==> src/rtl/pscd_pkg.sv <==
// Shared definitions for the post-scale clock divider.
// Assumes: nothing beyond IEEE 1800-2017.
package pscd_pkg;

    // Default width of the high and low counts (counts up to 256 fit).
    localparam int unsigned PSCD_CNT_W_DEF = 9;
    // Default width of the start-delay count.
    localparam int unsigned PSCD_DLY_W_DEF = 9;

    // Output phase of the counter.
    typedef enum logic {
        PH_LOW  = 1'b0,
        PH_HIGH = 1'b1
    } pscd_phase_e;

endpackage

==> src/rtl/pscd_start_gate.sv <==
// Start-time gate: holds the divider idle for a programmed number of input
// cycles after reset, which produces the coarse phase offset.
// Assumes: rst_n is synchronous; delay_i is stable during the last reset cycle.
module pscd_start_gate #(
    parameter int unsigned DLY_W = pscd_pkg::PSCD_DLY_W_DEF
) (
    input  logic             clk_i,
    input  logic             rst_n,
    input  logic [DLY_W-1:0] delay_i,
    output logic             run_o
);

    logic [DLY_W-1:0] remain_q;

    // Capture the delay while in reset, then count it down to zero and stay there.
    always_ff @(posedge clk_i) begin
        if (!rst_n) begin
            remain_q <= delay_i;
        end else if (remain_q != '0) begin
            remain_q <= remain_q - 1'b1;
        end
    end

    // The counter may begin once no delay cycles remain.
    always_comb begin
        run_o = rst_n && (remain_q == '0);
    end

endmodule

==> src/rtl/pscd_duty_ctr.sv <==
// High/low phase counter. Each output period it loads a shadow copy of the
// counts, holds the output high for the high count and low for the low count,
// and marks the first cycle of the period.
// Assumes: run_i stays high once it has risen; the counts are sampled only at
// the start of a period.
module pscd_duty_ctr #(
    parameter int unsigned CNT_W = pscd_pkg::PSCD_CNT_W_DEF
) (
    input  logic             clk_i,
    input  logic             rst_n,
    input  logic             run_i,
    input  logic [CNT_W-1:0] high_i,
    input  logic [CNT_W-1:0] low_i,
    input  logic             half_i,
    output logic             pos_o,
    output logic             start_o,
    output logic             half_o,
    output logic [CNT_W-1:0] high_s_o,
    output logic [CNT_W-1:0] low_s_o
);
    import pscd_pkg::*;

    localparam logic [CNT_W-1:0] ONE = CNT_W'(1);

    pscd_phase_e      phase_q;
    logic             running_q;
    logic [CNT_W-1:0] remain_q;
    logic [CNT_W-1:0] high_s_q;
    logic [CNT_W-1:0] low_s_q;
    logic             half_s_q;
    logic             start_q;
    logic [CNT_W-1:0] high_c;
    logic [CNT_W-1:0] low_c;
    logic             begin_period;

    // Raise zero counts to one so that no phase can be empty.
    always_comb begin
        high_c = (high_i == '0) ? ONE : high_i;
        low_c  = (low_i  == '0) ? ONE : low_i;
    end

    // A period begins at the first permitted edge, or after the last low cycle.
    always_comb begin
        if (!running_q) begin
            begin_period = run_i;
        end else begin
            begin_period = (remain_q == '0) && (phase_q == PH_LOW);
        end
    end

    // Run the phase state, the remaining-cycle count and the shadow counts.
    always_ff @(posedge clk_i) begin
        if (!rst_n) begin
            running_q <= 1'b0;
            phase_q   <= PH_LOW;
            remain_q  <= '0;
            high_s_q  <= ONE;
            low_s_q   <= ONE;
            half_s_q  <= 1'b0;
            start_q   <= 1'b0;
        end else begin
            start_q <= begin_period;
            if (begin_period) begin
                running_q <= 1'b1;
                phase_q   <= PH_HIGH;
                remain_q  <= high_c - ONE;
                high_s_q  <= high_c;
                low_s_q   <= low_c;
                half_s_q  <= half_i;
            end else if (running_q) begin
                if (remain_q != '0) begin
                    remain_q <= remain_q - ONE;
                end else if (phase_q == PH_HIGH) begin
                    phase_q  <= PH_LOW;
                    remain_q <= low_s_q - ONE;
                end
            end
        end
    end

    // Drive the outputs from the registered state.
    always_comb begin
        pos_o    = (phase_q == PH_HIGH);
        start_o  = start_q;
        half_o   = half_s_q;
        high_s_o = high_s_q;
        low_s_o  = low_s_q;
    end

endmodule

==> src/rtl/pscd_half_ext.sv <==
// Half-step extender. A register on the falling input edge copies the
// rising-edge phase, and ORing the two keeps the output high for half an
// input cycle after each fall when half steps are enabled.
// Assumes: the low phase is at least one input cycle, so the falling-edge
// copy is low whenever a new period (and new half flag) begins.
module pscd_half_ext #(
    parameter bit HALF_EN = 1'b1
) (
    input  logic clk_i,
    input  logic rst_n,
    input  logic pos_i,
    input  logic half_i,
    output logic div_o
);

    generate
        if (HALF_EN) begin : g_half
            logic neg_q;

            // Copy the rising-edge phase half an input cycle later.
            always_ff @(negedge clk_i) begin
                if (!rst_n) begin
                    neg_q <= 1'b0;
                end else begin
                    neg_q <= pos_i;
                end
            end

            // Stretch the high phase by the delayed copy when requested.
            always_comb begin
                div_o = pos_i | (half_i & neg_q);
            end
        end else begin : g_plain
            // No half-step stage: the output is the rising-edge phase.
            always_comb begin
                div_o = pos_i;
            end
        end
    endgenerate

endmodule

==> src/rtl/pscd_top.sv <==
// Top of the programmable post-scale clock divider: start-time gate, phase
// counter, half-step extender and the bypass selection.
// Assumes: synchronous active-low reset; the counts may change at any time
// and are used from the next period start.
module pscd_top #(
    parameter int unsigned CNT_W   = pscd_pkg::PSCD_CNT_W_DEF,
    parameter int unsigned DLY_W   = pscd_pkg::PSCD_DLY_W_DEF,
    parameter bit          HALF_EN = 1'b1
) (
    input  logic             clk_i,
    input  logic             rst_n,
    input  logic [CNT_W-1:0] high_i,
    input  logic [CNT_W-1:0] low_i,
    input  logic             half_i,
    input  logic             bypass_i,
    input  logic [DLY_W-1:0] delay_i,
    output logic             clk_o,
    output logic             start_o
);

    logic             run_w;
    logic             pos_w;
    logic             start_w;
    logic             half_s_w;
    logic [CNT_W-1:0] high_s_w;
    logic [CNT_W-1:0] low_s_w;
    logic             div_w;

    pscd_start_gate #(.DLY_W(DLY_W)) gate_i (
        .clk_i   (clk_i),
        .rst_n   (rst_n),
        .delay_i (delay_i),
        .run_o   (run_w)
    );

    pscd_duty_ctr #(.CNT_W(CNT_W)) ctr_i (
        .clk_i    (clk_i),
        .rst_n    (rst_n),
        .run_i    (run_w),
        .high_i   (high_i),
        .low_i    (low_i),
        .half_i   (half_i),
        .pos_o    (pos_w),
        .start_o  (start_w),
        .half_o   (half_s_w),
        .high_s_o (high_s_w),
        .low_s_o  (low_s_w)
    );

    pscd_half_ext #(.HALF_EN(HALF_EN)) ext_i (
        .clk_i  (clk_i),
        .rst_n  (rst_n),
        .pos_i  (pos_w),
        .half_i (half_s_w),
        .div_o  (div_w)
    );

    // Choose between the input clock and the divided clock; quiet the marker in bypass.
    always_comb begin
        clk_o   = bypass_i ? clk_i : div_w;
        start_o = start_w & ~bypass_i;
    end

endmodule

==> config.mk <==
export PLATFORM = sky130hd
export DESIGN_NAME = pscd_top
export DESIGN_NICKNAME = d
export VERILOG_FILES = /design/src/rtl/pscd_pkg.sv /design/src/rtl/pscd_start_gate.sv /design/src/rtl/pscd_duty_ctr.sv /design/src/rtl/pscd_half_ext.sv /design/src/rtl/pscd_top.sv
export SDC_FILE = /design/constraint.sdc
export NUM_CORES = 1
export LEC_CHECK = 0
export CAP_MARGIN = 15
export CORE_UTILIZATION = 40
export DETAILED_ROUTE_END_ITERATION = 7
export PLACE_DENSITY = 0.76
export SLEW_MARGIN = 10
export SYNTH_ARGS = -nofsm -noshare
export SYNTH_HDL_FRONTEND = slang
export SYNTH_HIERARCHICAL = 1
export SYNTH_SLANG_ARGS = --single-unit
==> constraint.sdc <==
create_clock -name clk_i -period 3.19 [get_ports clk_i]
set_input_delay 0.319 -clock clk_i [delete_from_list [all_inputs] [get_ports clk_i]]
set_output_delay 0.319 -clock clk_i [all_outputs]
set_load 0.05 [all_outputs]
**After elaboration in Yosys (flattened, before gate mapping)**

Cells that the tools add are included.
Widths: inputs -> output; s select.

- Reductions and logical operators: 12
- Bitwise logic cells: 5
- Add/subtract/negate cells: 4
- Eq/ne operators: 2
- Mux-type cells: 13

Operators with widths:

| kind | number |
|---|---|
| $mux 9 | 8 |
| $logic_not 9->1 | 4 |
| $sub 9x1->9 const B | 4 |
| $reduce_bool 9->1 | 2 |
| $mux 1 | 5 |
| $ne 2x1->1 const B | 2 |
| $reduce_and 2->1 | 2 |
| $reduce_bool 3->1 | 1 |
| $and 1x1->1 | 2 |
| $logic_and 1x1->1 | 2 |
| $not 1->1 | 2 |
| $reduce_bool 2->1 | 1 |
| $or 1x1->1 | 1 |

- Input port bits: 31
- Bits in registers: 32
- Logic and storage cells: 44

**Depth between registers and ports, before layout**

- Word-level depth: 5
- Mapped depth: 14
- Gate-level depth less buffers: 14

**By module**

The synthesis kept the hierarchy.

Modules (own cells, without submodules):

| module | area an instance (um^2) | sequential area each (um^2) | instances | cells each |
|---|---|---|---|---|
| pscd_duty_ctr | 1541.5 | 620.6 | 1 | 199 |
| pscd_start_gate | 513.0 | 270.3 | 1 | 48 |
| pscd_half_ext | 37.5 | 20.0 | 1 | 4 |
| pscd_top | 23.8 | 0.0 | 1 | 2 |

==> results_dict.tcl <==
set metrics [dict create \
    rows 24 \
    place.gp.congestion 0.848 \
    cp_data_required_time_ns 2.87 \
    area_growth_pct 35.9 \
    grt_pass1_vias 1628 \
    mostFrequentLayoutCell "clkdlybuf4s50_1" \
    hold_viol_final 0 \
    syn_nets 252 \
    max_slew_margin_pct 67.1 \
    critPathCaptureType "output port" \
    tightest_slew_ns 0.492 \
    dpl_cell_area_um2 2270 \
    drcViolationCount 0 \
    cp.arrival_ns 2.91 \
    setup_viol 1 \
    status "finished, violations left" \
    grt_max_degree 28 \
    antenna_found_initial 0 \
    portBuffers 32 \
    maxSlewViolCount 0 \
    antenna_left 0 \
    drt_iter0_drc 101 \
    layout_common_cells "clkdlybuf4s50_1, nor2_1, a21oi_1, dfxtp_1, nand2_1" \
    fillers 405 \
    setup_ws_ns -0.0346 \
    regArea_um2 731 \
    worstSetupPathType "reg2out" \
    hpwl_um 3210 \
    p_leak_uw 0.000933 \
    multi_input_area_um2 1050 \
    die_x_um 69.7 \
    core_area_um2 4380 \
    holdWs_ns 0.459 \
    stdcell_count 321 \
    grt_usage_pct 19.5 \
    num_io_pins 33 \
    maxCapViolations 0 \
    drt_first_pass_iters 4 \
    clock_skew_ns 0.0651 \
    fp.dieArea_um2 4850 \
    finalNetCount 301 \
    synth_cells 219 \
    die_h_um 69.7 \
    diodes 0 \
    grt_first_pass_wirelength_um 7400 \
    start_util_pct 41.8 \
    cts.clk_slew.worst_paths_ns 0.06 \
    yosysWarningCount 6 \
    cts_tree "done" \
    design_area_um2 2490 \
    rsz0062_at_grt "true" \
    wirelength_um 4420 \
    vias 1755 \
    hold_class "reg2reg" \
    placedCellCount 305 \
    violations "negative setup slack" \
    avgSynthCellArea_um2 8.36 \
    drive_gt1_share_pct 18.6 \
    path_max_fanout 1 \
    grt_overflow 0 \
    clk_latency_ns 0.46 \
    avgViaCountPerCell 5.47 \
    ir_drop_uv 277 \
    fin_util_pct 56.7 \
    power_density_nw_per_um2 439 \
    post-place-ws_ns -0.0905 \
    crit_path_start_kind "register" \
    wl_per_cell_um 13.8 \
    netlist_area_um2 1830 \
]
critical path, stage by stage, from the launching register on:
cell and delay [ns]:
dfxtp_1 0.29, a21o_1 0.15, mux2_4 0.27, buf_6 0.15
cell type report:
class	count	share of cell area, %
flip-flops and latches	32	29.4
repair buffers	50	18.2
well taps	52	2.62
clock inverters	3	1.56
multi-input cells	168	42.2
inverters	6	1.01
clock buffers	10	5.03
metrics by stage:
stage	total power, uW	TNS (ns)
3_5_place_dp	609	-0.0947
2_1_floorplan	534	0
6_report	1090	-0.0346
4_1_cts	1100	-0.0413
5_1_grt	1130	-0.150
3_3_place_gp	606	-0.0812
flip-flops by register name (all words and copies together) (netlist names):
signal	count
ctr_i/half_o	1
ext_i/g_half.neg_q	1
ctr_i/pos_o	1
ctr_i/low_s_o	9
ctr_i/remain_q	9
gate_i/remain_q	9
ctr_i/start_o	1
ctr_i/running_q	1
per-layer routing:
| layer | vias to the layer above | global-route usage [%] | share of wire, % |
|---|---|---|---|
| li1 | 896 | - | - |
| met1 | 790 | 23.1 | 44 |
| met2 | 60 | 32.6 | 49 |
| met3 | 9 | 6.10 | 5.2 |
| met4 | 0 | 8.44 | 1.9 |
| met5 | - | 0 | 0 |
power by group:
part           switching [uW]  internal [uW]
logic                    44.6           67.7
registers                9.20            434
clock network             201            335
what timing repair did:
action | in CTS | in global routing
pin swaps | 1 | 4
gates resized for setup | 12 | 4
setup buffers | 2 | 3
endpoints found under the setup margin | 3 | 5
cloned | 0 | 0
hold buffers | 0 | 0
worst paths after layout:
kind / endpoint / slack, ns / cells past startpoint / startpoint
setup / recovery: clk_o / -0.03 / 3 / ext_i/g_half.neg_q
hold / removal: ctr_i/low_s_o[7] / 0.46 / 2 / ctr_i/low_s_o[7]
setup reg to reg: ctr_i/remain_q[7] / 0.12 / 13 / gate_i/remain_q[0]
hold reg to reg: ctr_i/low_s_o[7] / 0.46 / 2 / ctr_i/low_s_o[7]
(Power assumes the default switching activity.)
